==> config.mk <==
export PLATFORM = sky130hd
export DESIGN_NAME = delay_slot_scheduler
export DESIGN_NICKNAME = d
export VERILOG_FILES = /design/src/rtl/dls_pkg.sv /design/src/rtl/dls_calendar.sv /design/src/rtl/dls_order_track.sv /design/src/rtl/dls_picker.sv /design/src/rtl/delay_slot_scheduler.sv
export SDC_FILE = /design/constraint.sdc
export NUM_CORES = 1
export LEC_CHECK = 0
export ABC_AREA = 0
export BUFFER_PORTS_ARGS = -buffer_cell sky130_fd_sc_hd__buf_2
export CAP_MARGIN = 5
export CORE_MARGIN = 1
export CORE_UTILIZATION = 50
export CTS_CLUSTER_SIZE = 40
export DETAILED_ROUTE_END_ITERATION = 12
export GPL_TIMING_DRIVEN = 1
export PLACE_DENSITY_LB_ADDON = 0.25
export SLEW_MARGIN = 20
export SYNTH_ARGS = -nofsm -noshare
export SYNTH_HDL_FRONTEND = slang
export SYNTH_HIERARCHICAL = 1
export SYNTH_SLANG_ARGS = --single-unit
==> constraint.sdc <==
create_clock -name clk -period 12.8 [get_ports clk]
set_clock_uncertainty 0.05 [all_clocks]
set_input_delay 1.28 -clock clk [delete_from_list [all_inputs] [get_ports clk]]
set_output_delay 1.28 -clock clk [all_outputs]
set_load 0.01 [all_outputs]
==> src/rtl/dls_pkg.sv <==
package dls_pkg;

  // Modular add of two values already below m.
  function automatic int unsigned ring_add(int unsigned a, int unsigned b, int unsigned m);
    int unsigned s;
    s = a + b;
    return (s >= m) ? s - m : s;
  endfunction

  function automatic int unsigned idx_bits(int unsigned n);
    return (n > 1) ? $clog2(n) : 1;
  endfunction

endpackage

==> src/rtl/dls_calendar.sv <==
module dls_calendar
  import dls_pkg::*;
#(
  parameter int N  = 4,
  parameter int B  = 8,
  parameter int G  = 2,
  parameter int PW = 2,
  parameter int DW = 3,
  parameter int GW = 1
) (
  input  logic                   clk,
  input  logic                   rst,
  input  logic                   tick,
  input  logic [N-1:0]           set_en,
  input  logic [N-1:0][DW-1:0]   set_dly,
  input  logic [N-1:0][PW-1:0]   set_out,
  input  logic [N-1:0][GW-1:0]   set_grp,
  output logic [B-1:0][N-1:0]    out_rel,
  output logic [B-1:0][G-1:0]    grp_rel
);

  logic [N-1:0]  ocal [B];
  logic [G-1:0]  gcal [B];
  logic [DW-1:0] base;
  logic [DW-1:0] row [N];

  // Physical calendar row of each booking.
  always_comb begin
    for (int i = 0; i < N; i++) begin
      row[i] = DW'(ring_add(int'(base), int'(set_dly[i]), B));
    end
  end

  // Relative view: entry d is the slot d strobes from now.
  always_comb begin
    for (int d = 0; d < B; d++) begin
      out_rel[d] = ocal[DW'(ring_add(int'(base), d, B))];
      grp_rel[d] = gcal[DW'(ring_add(int'(base), d, B))];
    end
  end

  always_ff @(posedge clk) begin
    if (rst) begin
      base <= '0;
      for (int r = 0; r < B; r++) begin
        ocal[r] <= '0;
        gcal[r] <= '0;
      end
    end else if (tick) begin
      for (int i = 0; i < N; i++) begin
        if (set_en[i]) begin
          ocal[row[i]][set_out[i]] <= 1'b1;
          gcal[row[i]][set_grp[i]] <= 1'b1;
        end
      end
      // The current slot departs now; its row is recycled.
      ocal[base] <= '0;
      gcal[base] <= '0;
      base <= (base == DW'(B - 1)) ? '0 : base + 1'b1;
    end
  end

endmodule

==> src/rtl/dls_order_track.sv <==
module dls_order_track #(
  parameter int N  = 4,
  parameter int PW = 2,
  parameter int DW = 3
) (
  input  logic                         clk,
  input  logic                         rst,
  input  logic                         tick,
  input  logic [N-1:0]                 set_en,
  input  logic [N-1:0][DW-1:0]         set_dly,
  input  logic [N-1:0][PW-1:0]         set_out,
  output logic [N-1:0][N-1:0][DW-1:0]  min_dly
);

  // min_dly[i][o]: smallest delay a new packet of flow (i,o) may take,
  // i.e. one past the last booked departure, measured from now.
  always_ff @(posedge clk) begin
    for (int i = 0; i < N; i++) begin
      for (int o = 0; o < N; o++) begin
        if (rst) begin
          min_dly[i][o] <= '0;
        end else if (tick) begin
          if (set_en[i] && (set_out[i] == PW'(o))) begin
            min_dly[i][o] <= set_dly[i];
          end else if (min_dly[i][o] != '0) begin
            min_dly[i][o] <= min_dly[i][o] - 1'b1;
          end
        end
      end
    end
  end

endmodule

==> src/rtl/dls_picker.sv <==
module dls_picker
  import dls_pkg::*;
#(
  parameter int N  = 4,
  parameter int B  = 8,
  parameter int G  = 2,
  parameter int PW = 2,
  parameter int DW = 3,
  parameter int GW = 1
) (
  input  logic [PW-1:0]                rr,
  input  logic [N-1:0]                 valid,
  input  logic [N-1:0][PW-1:0]         dest,
  input  logic [N-1:0][N-1:0][DW-1:0]  min_dly,
  input  logic [B-1:0][N-1:0]          out_rel,
  input  logic [B-1:0][G-1:0]          grp_rel,
  output logic [N-1:0]                 pick_ok,
  output logic [N-1:0]                 pick_drop,
  output logic [N-1:0][DW-1:0]         pick_dly,
  output logic [N-1:0][GW-1:0]         pick_grp
);

  logic [B-1:0][N-1:0] oc;
  logic [B-1:0][G-1:0] gc;
  logic [PW-1:0]       idx;
  logic                hit;
  logic [DW-1:0]       hd;
  logic [GW-1:0]       hg;

  // Serial evaluation in rotated order; each booking is visible to later inputs.
  always_comb begin
    oc        = out_rel;
    gc        = grp_rel;
    pick_ok   = '0;
    pick_drop = '0;
    pick_dly  = '0;
    pick_grp  = '0;
    idx       = '0;
    hit       = 1'b0;
    hd        = '0;
    hg        = '0;
    for (int k = 0; k < N; k++) begin
      idx = PW'(ring_add(int'(rr), k, N));
      hit = 1'b0;
      hd  = '0;
      hg  = '0;
      if (valid[idx]) begin
        for (int d = 0; d < B; d++) begin
          for (int g = 0; g < G; g++) begin
            if (!hit && !oc[d][dest[idx]] && !gc[d][g] &&
                (d >= int'(min_dly[idx][dest[idx]]))) begin
              hit = 1'b1;
              hd  = DW'(d);
              hg  = GW'(g);
            end
          end
        end
        if (hit) begin
          oc[hd][dest[idx]] = 1'b1;
          gc[hd][hg]        = 1'b1;
          pick_ok[idx]      = 1'b1;
          pick_dly[idx]     = hd;
          pick_grp[idx]     = hg;
        end else begin
          pick_drop[idx]    = 1'b1;
        end
      end
    end
  end

endmodule

==> src/rtl/delay_slot_scheduler.sv <==
module delay_slot_scheduler
  import dls_pkg::*;
#(
  parameter int N  = 4,
  parameter int B  = 8,
  parameter int G  = 2,
  parameter int CW = 16,
  localparam int PW = idx_bits(N),
  localparam int DW = idx_bits(B),
  localparam int GW = idx_bits(G)
) (
  input  logic            clk,
  input  logic            rst,
  input  logic            slot_tick,
  input  logic [N-1:0]    in_valid,
  input  logic [N*PW-1:0] in_dest,
  output logic [N-1:0]    gnt_valid,
  output logic [N*DW-1:0] gnt_delay,
  output logic [N*GW-1:0] gnt_group,
  output logic [N-1:0]    drop,
  output logic [CW-1:0]   drop_count
);

  logic [N-1:0][PW-1:0]        dest_a;
  logic [N-1:0]                valid_eff;
  logic [PW-1:0]               rr;
  logic [N-1:0][N-1:0][DW-1:0] min_dly;
  logic [B-1:0][N-1:0]         out_rel;
  logic [B-1:0][G-1:0]         grp_rel;
  logic [N-1:0]                pick_ok;
  logic [N-1:0]                pick_drop;
  logic [N-1:0][DW-1:0]        pick_dly;
  logic [N-1:0][GW-1:0]        pick_grp;

  assign dest_a    = in_dest;
  assign valid_eff = in_valid & {N{slot_tick}};

  dls_picker #(.N(N), .B(B), .G(G), .PW(PW), .DW(DW), .GW(GW)) u_pick (
    .rr        (rr),
    .valid     (valid_eff),
    .dest      (dest_a),
    .min_dly   (min_dly),
    .out_rel   (out_rel),
    .grp_rel   (grp_rel),
    .pick_ok   (pick_ok),
    .pick_drop (pick_drop),
    .pick_dly  (pick_dly),
    .pick_grp  (pick_grp)
  );

  dls_calendar #(.N(N), .B(B), .G(G), .PW(PW), .DW(DW), .GW(GW)) u_cal (
    .clk     (clk),
    .rst     (rst),
    .tick    (slot_tick),
    .set_en  (pick_ok),
    .set_dly (pick_dly),
    .set_out (dest_a),
    .set_grp (pick_grp),
    .out_rel (out_rel),
    .grp_rel (grp_rel)
  );

  dls_order_track #(.N(N), .PW(PW), .DW(DW)) u_ord (
    .clk     (clk),
    .rst     (rst),
    .tick    (slot_tick),
    .set_en  (pick_ok),
    .set_dly (pick_dly),
    .set_out (dest_a),
    .min_dly (min_dly)
  );

  always_ff @(posedge clk) begin
    if (rst) begin
      rr         <= '0;
      gnt_valid  <= '0;
      gnt_delay  <= '0;
      gnt_group  <= '0;
      drop       <= '0;
      drop_count <= '0;
    end else begin
      gnt_valid  <= pick_ok;
      gnt_delay  <= pick_dly;
      gnt_group  <= pick_grp;
      drop       <= pick_drop;
      drop_count <= drop_count + CW'($countones(pick_drop));
      if (slot_tick) begin
        rr <= (rr == PW'(N - 1)) ? '0 : rr + 1'b1;
      end
    end
  end

endmodule

# ---- After elaboration in Yosys (flattened, before gate mapping)
# Memory sizes are Yosys's and may differ from the RTL's.
# Index checks and enable logic that the tools add are counted.
# W data, S select, Z words.
dict set report classes {
  bitwise 15
  shifts 0
  div 0
  mux 559
  n_reduce_logical 435
  n_mul 0
  n_lt_le_gt_ge 87
  addsub 52
  eq_ne 14
}
# cell n
set ops {}
lappend ops {{$mux W3} 99}
lappend ops {{$mux W1} 273}
lappend ops {{$logic_and A1 B1 Y1} 217}
lappend ops {{$mux W32} 6}
lappend ops {{$mux W4} 40}
lappend ops {{$logic_not A1 Y1} 156}
lappend ops {{$mux W12} 12}
lappend ops {{$bmux W12 S2} 4}
lappend ops {{$mux W16} 6}
lappend ops {{$or A32 B32 Y32} 3}
lappend ops {{$sub A3 B1 Y3 const B} 28}
lappend ops {{$mux W2} 41}
lappend ops {{$bmux W1 S2} 36}
lappend ops {{$or A16 B16 Y16} 3}
lappend ops {{$reduce_bool A3 Y1} 16}
lappend ops {{$ge A4 B4 Y1 const B} 11}
lappend ops {{$bwmux W12} 3}
lappend ops {{$demux W4 S3} 3}
lappend ops {{$ge A3 B3 Y1 const A} 12}
lappend ops {{$lt A2 B3 Y1 const B} 12}
lappend ops {{$reduce_and A2 Y1} 16}
lappend ops {{$reduce_bool A2 Y1} 16}
lappend ops {{$bmux W3 S2} 4}
lappend ops {{$demux W3 S2} 4}
lappend ops {{36 further kinds} 141}
dict set report totals {
  wordCells 1187
  n_memories 2
  ramBits 48
  register_bits 93
  latchBits 0
  in_bits 15
  rom_bits 0
}
# memory words word_bits rd rd_ports_with_merged_regs write_ports line
set memory_table {}
lappend memory_table {u_cal.ocal 8 4 8 0 8 dls_calendar.sv:22} ;# logic [N-1:0] ocal [B];
lappend memory_table {u_cal.gcal 8 2 8 0 8 dls_calendar.sv:23} ;# logic [G-1:0] gcal [B];

# ---- Longest topological paths before layout
# Gate-level depths: netlist of run 1.
dict set report depth {
  word_depth 415
  mapped_depth 41
  ltp_nobuf 32
}

# ---- Cells and area by module
# The synthesis of run 1 kept the hierarchy.
# mod cells_each area_each_um2 instances
set by_module_without_submodules {}
lappend by_module_without_submodules {dls_picker 994 7634.8 1}
lappend by_module_without_submodules {dls_calendar 658 6298.5 1}
lappend by_module_without_submodules {dls_order_track 446 3896.2 1}
lappend by_module_without_submodules {delay_slot_scheduler 145 1508.9 1}

# ---- Worst setup path after synthesis of run 1
# Ideal clock, no wire load.
dict set report synth_path {
  path_kind {reg2reg}
  from {register u_cal.base[1]}
  to {memory u_cal.ocal[0][1]}
  n_path_buf 7
  arrival_time_ns 9.314
  stages_incl_launch_ff 37
  setup_ns 0.077
  slack_ns 3.359
  period_less_slack_ns 9.441
  cell_sequence {dfxtp_1 buf_2 buf_2 clkinv_1 ha_1 buf_2 clkbuf_1 mux4_2 mux2_2 or2_2 o221a_2 a2111oi_0 a221o_1 a22oi_2 a311oi_2 o21ai_2 a2111oi_4 o2111a_2 inv_2 a31oi_4 and3_1 buf_4 and4_1 buf_4 a221oi_2 o32ai_2 nor3_2 nor4_4 nor2_2 mux2i_1 ha_1 inv_1 fa_1 nor2b_1 clkbuf_1 a41oi_1 a41oi_2}
}
# item line
set synth_rtl {}
lappend synth_rtl {{start, declared} dls_calendar.sv:24} ;# logic [DW-1:0] base;
lappend synth_rtl {{start signal, assigned} dls_calendar.sv:59} ;# base <= (base == DW'(B - 1)) ? '0 : base + 1'b1;
lappend synth_rtl {{end, declared} dls_calendar.sv:22}

==> metrics.cfg, run 1 <==
[hold_path]
min-delay-path-class = flip-flop to flip-flop

[floorplanning]
core_sq_mm = 0.03784
std_cell_rows = 71
number_of_ports_placed_on_the_die_boundary = 55
start_util = 0.5110
fp.dieArea_sq_mm = 0.03947
die-height_um = 198.7
floorplan.die.width_um = 198.7

[timing]
worst_slew_pin_slew_ns = 1.271
timing.final.crit_period_ns = 11.76
final_period_utilization = 0.9185
final_critical_path_setup_slack_ns = 1.044
rsz0062_at_grt = false
max_freq_mhz = 85.06
finalSetupViolCount = 0
worst_slew_margin_rel = 0.1527
hold_viol = 0
setup_total_negative_slack_ns = 0
timing_max_transition_violations_final = 0

[critical_path]
critPathSlowestCell = sky130_fd_sc_hd__o41ai_1
crit_top_cell = sky130_fd_sc_hd__buf_4
max_stage_delay_ns = 1.13
cp-end-kind = flip-flop
startpoint_of_the_worst_setup_timing_path = u_cal/base[1]$_SDFFE_PP0P_
timing.rr.start = u_cal/base[1]$_SDFFE_PP0P_
critical_path_peak_fanout = 24
reg2reg_depth = 31
setup.reg_to_reg.worst_slack_ns = 1.04
critPathLaunchType = flip-flop
wp_data_arrival_ns = 12.07
destination_of_the_critical_timing_path = u_cal/ocal[7][0]$_SDFF_PP0_
critical_path_class = flip-flop to flip-flop
cp.required_ns = 13.12
r2r_end = u_cal/ocal[7][0]$_SDFF_PP0_

[final_layout]
final_area_sq_mm = 0.02024
fin_nets = 2231
final_layout_size_suffix_gt1_frac = 0.1760
layout-area-overhead-vs-synth_pct = 4.671
finalCoreUtilization = 0.5349

[synthesis]
synthTopCellsByArea = sky130_fd_sc_hd__dfxtp_1 (15%), sky130_fd_sc_hd__mux4_2 (14%), sky130_fd_sc_hd__mux2i_1 (4.7%), sky130_fd_sc_hd__a41oi_1 (4.0%), sky130_fd_sc_hd__nand2_1 (3.6%)
post_synth_num_cell_types = 129
yosysWarnings = 6
synth_edf_count = 0
asyncSetResetFlopFracSynth = 0
portion_of_the_post_synthesis_area_used_by_sequential_elements = 0.1491
synth-seq-cells = 144
synth.top_cell.area_share = 0.1491
postSynthCellCount = 2243
synth_ff_type = sky130_fd_sc_hd__dfxtp_1
synth_top_area_cell = sky130_fd_sc_hd__dfxtp_1
syn_area_sq_mm = 0.01934
syn_avg_cell_area_sq_um = 8.622
synth.net_count = 2315

[place]
post-place-ws_ns = 1.307
buffer_ports.inserted = 54
placement.cell_area_sq_mm = 0.01961
place_congestion = 1.090
hpwl_um = 57250

[routing]
drt-total-wl_um = 78860
route.detailed.wl_per_inst_um = 29.38
detail_route.iter0.violations = 2971
final_antenna_violating_net_count = 0
drc = 0
vias = 20712
vias_per_cell = 7.717
drt-pass1-iter-count = 7

[cts]
ctsHoldBuffers = 0
clockRootBuffer = sky130_fd_sc_hd__clkbuf_16
cts-htree-levels = 4
clk_path_buf_depth = 2
cts_buffers = 17
post_cts_buffers = 0
number_of_sinks_driven_by_the_clock_tree = 144
clkSlewWorstSetupHoldPaths_ns = 0.07
worstSkewPairLatency_ns = 0.45
cts_tree = yes
post_cts.resized_instances = 0

[grt]
grt_antenna_before_repair = 0
grt.overflow.total = 0
pin_count_of_the_biggest_net_entering_global_routing = 104
track_usage = 0.3973
first_pass_grt_wire_length_um = 119200
via_count_of_the_first_global_routing_pass = 19262

[power_and_ir_drop]
power-per-cell-area_mw_per_mm2 = 152.1
vdd_ir_drop_max_mv = 0.09548
p_leak_nw = 6.903

[run]
max-cap-violations = 0

[outcome]
run_status = finished, final reports clean

-- metrics by stage --
step	total power, mW	instances	hold WS, ns
after CTS	2.998	2680	0.4306
after floorplan	1.901	2243	0.4442
final	3.079	2684	0.4329
after global routing	3.213	2682	0.4584
after detailed placement	2.461	2649	0.4200
after global placement	2.430	2649	0.4153
-- power by group --
group | switching, mW | internal (mW) | total (mW)
sequential | 0.138 | 0.514 | 0.652
combinational | 1.24 | 0.657 | 1.89
clock | 0.222 | 0.309 | 0.531
-- cell usage in the layout, fill, tap and decap left out, drive strengths merged, types with 19 or more instances in the layout --
master | Yosys | routed
nand2 | 186 | 186
dfxtp | 144 | 144
mux4 | 124 | 124
nor2 | 105 | 105
nor2b | 100 | 100
buf | 116 | 100
a21oi | 94 | 94
mux2i | 90 | 90
nand3 | 89 | 89
a41oi | 89 | 89
inv | 81 | 86
o21ai | 77 | 77
nand4 | 64 | 64
nand4b | 59 | 59
ha | 50 | 50
mux2 | 49 | 49
o211ai | 43 | 43
a31oi | 41 | 41
nand2b | 38 | 38
and2 | 32 | 32
a211oi | 30 | 30
o21a | 28 | 28
nor3 | 28 | 28
a221oi | 26 | 26
nor4bb | 22 | 22
a32oi | 19 | 19
-- worst min-delay path by stage --
stage,start,to,slack (ns),cells after the start
4_1_cts,drop_count[15]$_SDFF_PP0_,drop_count[15]$_SDFF_PP0_,0.43,2
2_1_floorplan,u_ord/min_dly[10]$_SDFFE_PP0P_,u_ord/min_dly[10]$_SDFFE_PP0P_,0.44,2
3_5_place_dp,drop_count[15]$_SDFF_PP0_,drop_count[15]$_SDFF_PP0_,0.42,2
3_3_place_gp,drop_count[15]$_SDFF_PP0_,drop_count[15]$_SDFF_PP0_,0.42,2
6_report,drop_count[15]$_SDFF_PP0_,drop_count[15]$_SDFF_PP0_,0.43,2
5_1_grt,drop_count[15]$_SDFF_PP0_,drop_count[15]$_SDFF_PP0_,0.46,2
-- synth_stat cells, drive strengths merged (14+ instances only) --
cell type	number
a32oi	19
a211oi	30
a221oi	26
dfxtp	144
mux4	124
o21a	28
a31oi	41
o211ai	43
nor2b	100
nor4bb	22
a21oi	94
nand2	186
mux2	49
ha	50
nand4	64
and4b	14
clkbuf	87
and3	16
nand2b	38
nor2	105
a41oi	89
o21ai	77
mux2i	90
nand4b	59
inv	81
nor3	28
and2	32
o22ai	16
buf	116
nand3	89
-- layout make-up --
type                            instances  area (sq um)
Antenna cell                            2         5.005
Clock buffer                           17         425.4
Clock inverter                         14         180.2
Fill cell                            3496         17600
Inverter                               85         319.1
Multi-Input combinational cell       1811         15160
Sequential cell                       144          2889
Tap cell                              511         639.4
Timing Repair Buffer                  100         628.1
-- critical path, delay by kind of cell, from the launching register on --
| family | cells | cell delay (ns) |
|---|---|---|
| AO/OA/AOI/OAI | 13 | 4.76 |
| AND/OR/NAND/NOR | 7 | 2.00 |
| flip-flops | 1 | 0.31 |
| adder cells (fa/ha/maj) | 2 | 0.96 |
| multiplexers | 3 | 1.30 |
| XOR/XNOR | 1 | 1.08 |
| buffers and inverters | 5 | 1.18 |
-- routing by layer --
layer | GRT usage | wire length (um) | up-vias
li1 | - | - | 8751
met1 | 0.5166 | 29830 | 10001
met2 | 0.5980 | 33790 | 1644
met3 | 0.1021 | 10130 | 316
met4 | 0.2228 | 5106 | 0
met5 | 0 | 0 | -
-- registers in the layout, summed over array words and instances (netlist names), named ones only --
signal,count
gnt_delay,12
u_cal/ocal,32
drop_count,16
gnt_valid,4
u_cal/gcal,16
u_cal/base,3
rr,2
u_ord/min_dly,48
gnt_group,4
drop,4
-- cell families (layout without fill, tap and decap cells) --
| group | Yosys count | in the layout | synth area share |
|---|---|---|---|
| AND/OR/NAND/NOR | 845 | 845 | 0.2573 |
| AO/OA/AOI/OAI | 620 | 620 | 0.2453 |
| buffers and inverters | 288 | 216 | 0.07046 |
| multiplexers | 263 | 263 | 0.2201 |
| flip-flops | 144 | 144 | 0.1491 |
| adder cells (fa/ha/maj) | 58 | 58 | 0.04011 |
| XOR/XNOR | 25 | 25 | 0.01760 |
| other | 0 | 2 | 0 |
(Power assumes the default switching activity.)
==> run 2, diff against run 1 <==
SYNTH_HIERARCHICAL = default   (was 1)
==> metrics.cfg, run 2 <==
[final_layout]
layout.cells.most_common_list = sky130_fd_sc_hd__nand2_1 (202), sky130_fd_sc_hd__nor2_1 (196), sky130_fd_sc_hd__mux2i_1 (161), sky130_fd_sc_hd__dfxtp_1 (139), sky130_fd_sc_hd__o21ai_0 (128)
largest_registers_ranked_by_flip_flop_count = u_ord.min_dly (48), u_cal.ocal (32)
fin_nets = 2275
final_layout_size_suffix_gt1_frac = 0.1684
largest_reg_flops = 48
largest-register = u_ord.min_dly
layout_commonest_cell = sky130_fd_sc_hd__nand2_1
layout-area-overhead-vs-synth_pct = 5.235
fillerInstances = 3427

[floorplanning]
std_cell_rows = 70
core_sq_mm = 0.03652
number_of_ports_placed_on_the_die_boundary = 55
floorplan.die.width_um = 194.6
start_util = 0.5078
fp.dieArea_sq_mm = 0.03787
die-height_um = 194.6

[power_and_ir_drop]
power_switching_mw = 1.549
power.internal_mw = 1.424
pwr-share-seq = 0.214
p_leak_nw = 6.551
power.switching_fraction = 0.5210
combPwrFrac = 0.616
power-per-cell-area_mw_per_mm2 = 152.3
clockPowerShare = 0.170
vdd_ir_drop_max_mv = 0.1248

[critical_path]
cp-end-kind = flip-flop
critical_path_class = flip-flop to flip-flop
timing.rr.start = u_cal.base[1]$_SDFFE_PP0P_
max_stage_delay_ns = 0.94
wp_data_arrival_ns = 12.56
critPathSlowestCell = sky130_fd_sc_hd__dfxtp_2
cp.buffers_inverters = 3
cp_top_family = compound AO/OA/AOI/OAI gates
cp.required_ns = 13.13
critical_path_peak_fanout = 34
startpoint_of_the_worst_setup_timing_path = u_cal.base[1]$_SDFFE_PP0P_
critPathLaunchType = flip-flop
crit_top_cell = sky130_fd_sc_hd__a41oi_1

[place]
hpwl_um = 62670
place_congestion = 1.045
post-place-ws_ns = 0.7541
buffer_ports.inserted = 54

[synthesis]
postSynthCellCount = 2265
synth.top_cell.area_share = 0.1554
synth_edf_count = 0
synthTopCellsByArea = sky130_fd_sc_hd__dfxtp_1 (16%), sky130_fd_sc_hd__mux4_2 (14%), sky130_fd_sc_hd__mux2i_1 (8.7%), sky130_fd_sc_hd__nand2_1 (4.1%), sky130_fd_sc_hd__nor2_1 (4.0%)
asyncSetResetFlopFracSynth = 0
post_synth_num_cell_types = 120
portion_of_the_post_synthesis_area_used_by_sequential_elements = 0.1554
synth_ff_type = sky130_fd_sc_hd__dfxtp_1
synth_most_common_cell = sky130_fd_sc_hd__nand2_1
synth.net_count = 2338
synth-seq-cells = 144
yosysWarnings = 0
syn_avg_cell_area_sq_um = 8.188
syn_area_sq_mm = 0.01855
synth_top_area_cell = sky130_fd_sc_hd__dfxtp_1
synth_commonest_cells = sky130_fd_sc_hd__nand2_1 (202), sky130_fd_sc_hd__nor2_1 (196), sky130_fd_sc_hd__mux2i_1 (162), sky130_fd_sc_hd__dfxtp_1 (144), sky130_fd_sc_hd__o21ai_0 (129)

[cts]
post_cts_buffers = 0
worstSkewPairLatency_ns = 0.45
cts_tree = yes
cts-htree-levels = 4
ctsHoldBuffers = 0
clk_path_buf_depth = 2
cts_buffers = 17
clockRootBuffer = sky130_fd_sc_hd__clkbuf_16
number_of_sinks_driven_by_the_clock_tree = 144
clkSlewWorstSetupHoldPaths_ns = 0.07
post_cts.resized_instances = 0

[grt]
track_usage = 0.4276
via_count_of_the_first_global_routing_pass = 19013
first_pass_grt_wire_length_um = 121400
pin_count_of_the_biggest_net_entering_global_routing = 84
grt_antenna_before_repair = 1
grt.overflow.total = 0

[timing]
final_critical_path_setup_slack_ns = 0.5710
max_freq_mhz = 81.77
worst_slew_pin_slew_ns = 1.224
worst_slew_margin_rel = 0.1807
hold_viol = 0
timing_max_transition_violations_final = 0
final_period_utilization = 0.9554
timing.final.crit_period_ns = 12.23
setup_total_negative_slack_ns = 0
finalSetupViolCount = 0
rsz0062_at_grt = false

[routing]
drc = 0
vias = 20232
detail_route.iter0.violations = 2892
route.detailed.wl_per_inst_um = 30.63
final_antenna_violating_net_count = 0
vias_per_cell = 7.535
drt-pass1-iter-count = 8
drt-total-wl_um = 82250

[hold_path]
min-delay-path-class = flip-flop to flip-flop
hold_path.startpoint = drop_count[15]$_SDFF_PP0_

[run]
max-cap-violations = 0

[outcome]
run_status = finished, final reports clean

==> run 2: changes by cell type in the layout (fill, tap and decap cells not counted), sizes merged, moves of 24 or more <==
cell | before | now
nand4b | 59 | 0
nand4 | 64 | 35
o21ai | 77 | 147
a41oi | 89 | 26
nor2b | 100 | 28
a31oi | 41 | 65
mux2i | 90 | 162
nor2 | 105 | 197
a22oi | 11 | 93
==> run 2: worst min-delay path: cells and delay by family (launching register included) <==
| family | cells | cell delay, ns |
|---|---|---|
| flip-flops | 1 | 0.34 |
| XOR/XNOR | 1 | 0.07 |
| AND/OR/NAND/NOR | 1 | 0.07 |
==> run 2: worst paths after layout <==
check / endpoint / slack, ns / depth (start not counted)
worst min-delay path: drop_count[15]$_SDFF_PP0_ / 0.46 / 2
worst max-delay path: u_cal.gcal[4][0]$_SDFF_PP0_ / 0.57 / 30
worst min register to register: drop_count[15]$_SDFF_PP0_ / 0.46 / 2
worst max register to register: u_cal.gcal[4][0]$_SDFF_PP0_ / 0.57 / 30
==> run 2: layout make-up <==
class                           instances  area (sq um)  area share
Multi-Input combinational cell       1884         14660      0.7513
Timing Repair Buffer                   92         558.0     0.02859
Clock buffer                           20         456.7     0.02340
Sequential cell                       144          2892      0.1482
Clock inverter                         12         121.4    0.006218
Inverter                               63         236.5     0.01212
Tap cell                              468         585.6     0.03000
Antenna cell                            2         5.005   0.0002564
==> run 2: kinds of logic after synthesis <==
| group | Yosys count | synth area share |
|---|---|---|
| flops | 144 | 0.1554 |
| xor+xnor | 31 | 0.01504 |
| simple gates | 785 | 0.2126 |
| mux | 312 | 0.2477 |
| compound gates | 696 | 0.2697 |
| fa+ha+maj | 60 | 0.04304 |
| buf+inv | 237 | 0.05640 |
==> run 2: power groups by stage <==
stage               combinational, mW  sequential (mW)  clock [mW]
floorplan                        1.26            0.577           0
detailed placement               1.75            0.635           0
finish                           1.83            0.636       0.506
global route                     1.94            0.641       0.526
global placement                 1.73            0.630           0
CTS                              1.76            0.625       0.510
==> run 2: layer usage <==
metal | up-vias | global-route usage | share of wire
li1 | 8649 | - | -
met1 | 9760 | 0.5491 | 0.38
met2 | 1538 | 0.6633 | 0.44
met3 | 285 | 0.1095 | 0.13
met4 | 0 | 0.2166 | 0.055
met5 | - | 0 | 0
==> run 2: through the flow <==
step,utilization,hold slack (ns),std cells,total power [mW],instance area [sq um]
floorplan,-,0.4155,2265,1.840,18550
global placement,0.5179,0.4310,2651,2.358,18920
detailed placement,0.5182,0.4470,2651,2.385,18930
CTS,0.5341,0.4675,2683,2.892,19510
global route,0.5343,0.5068,2684,3.105,19520
finish,0.5344,0.4626,2685,2.973,19520
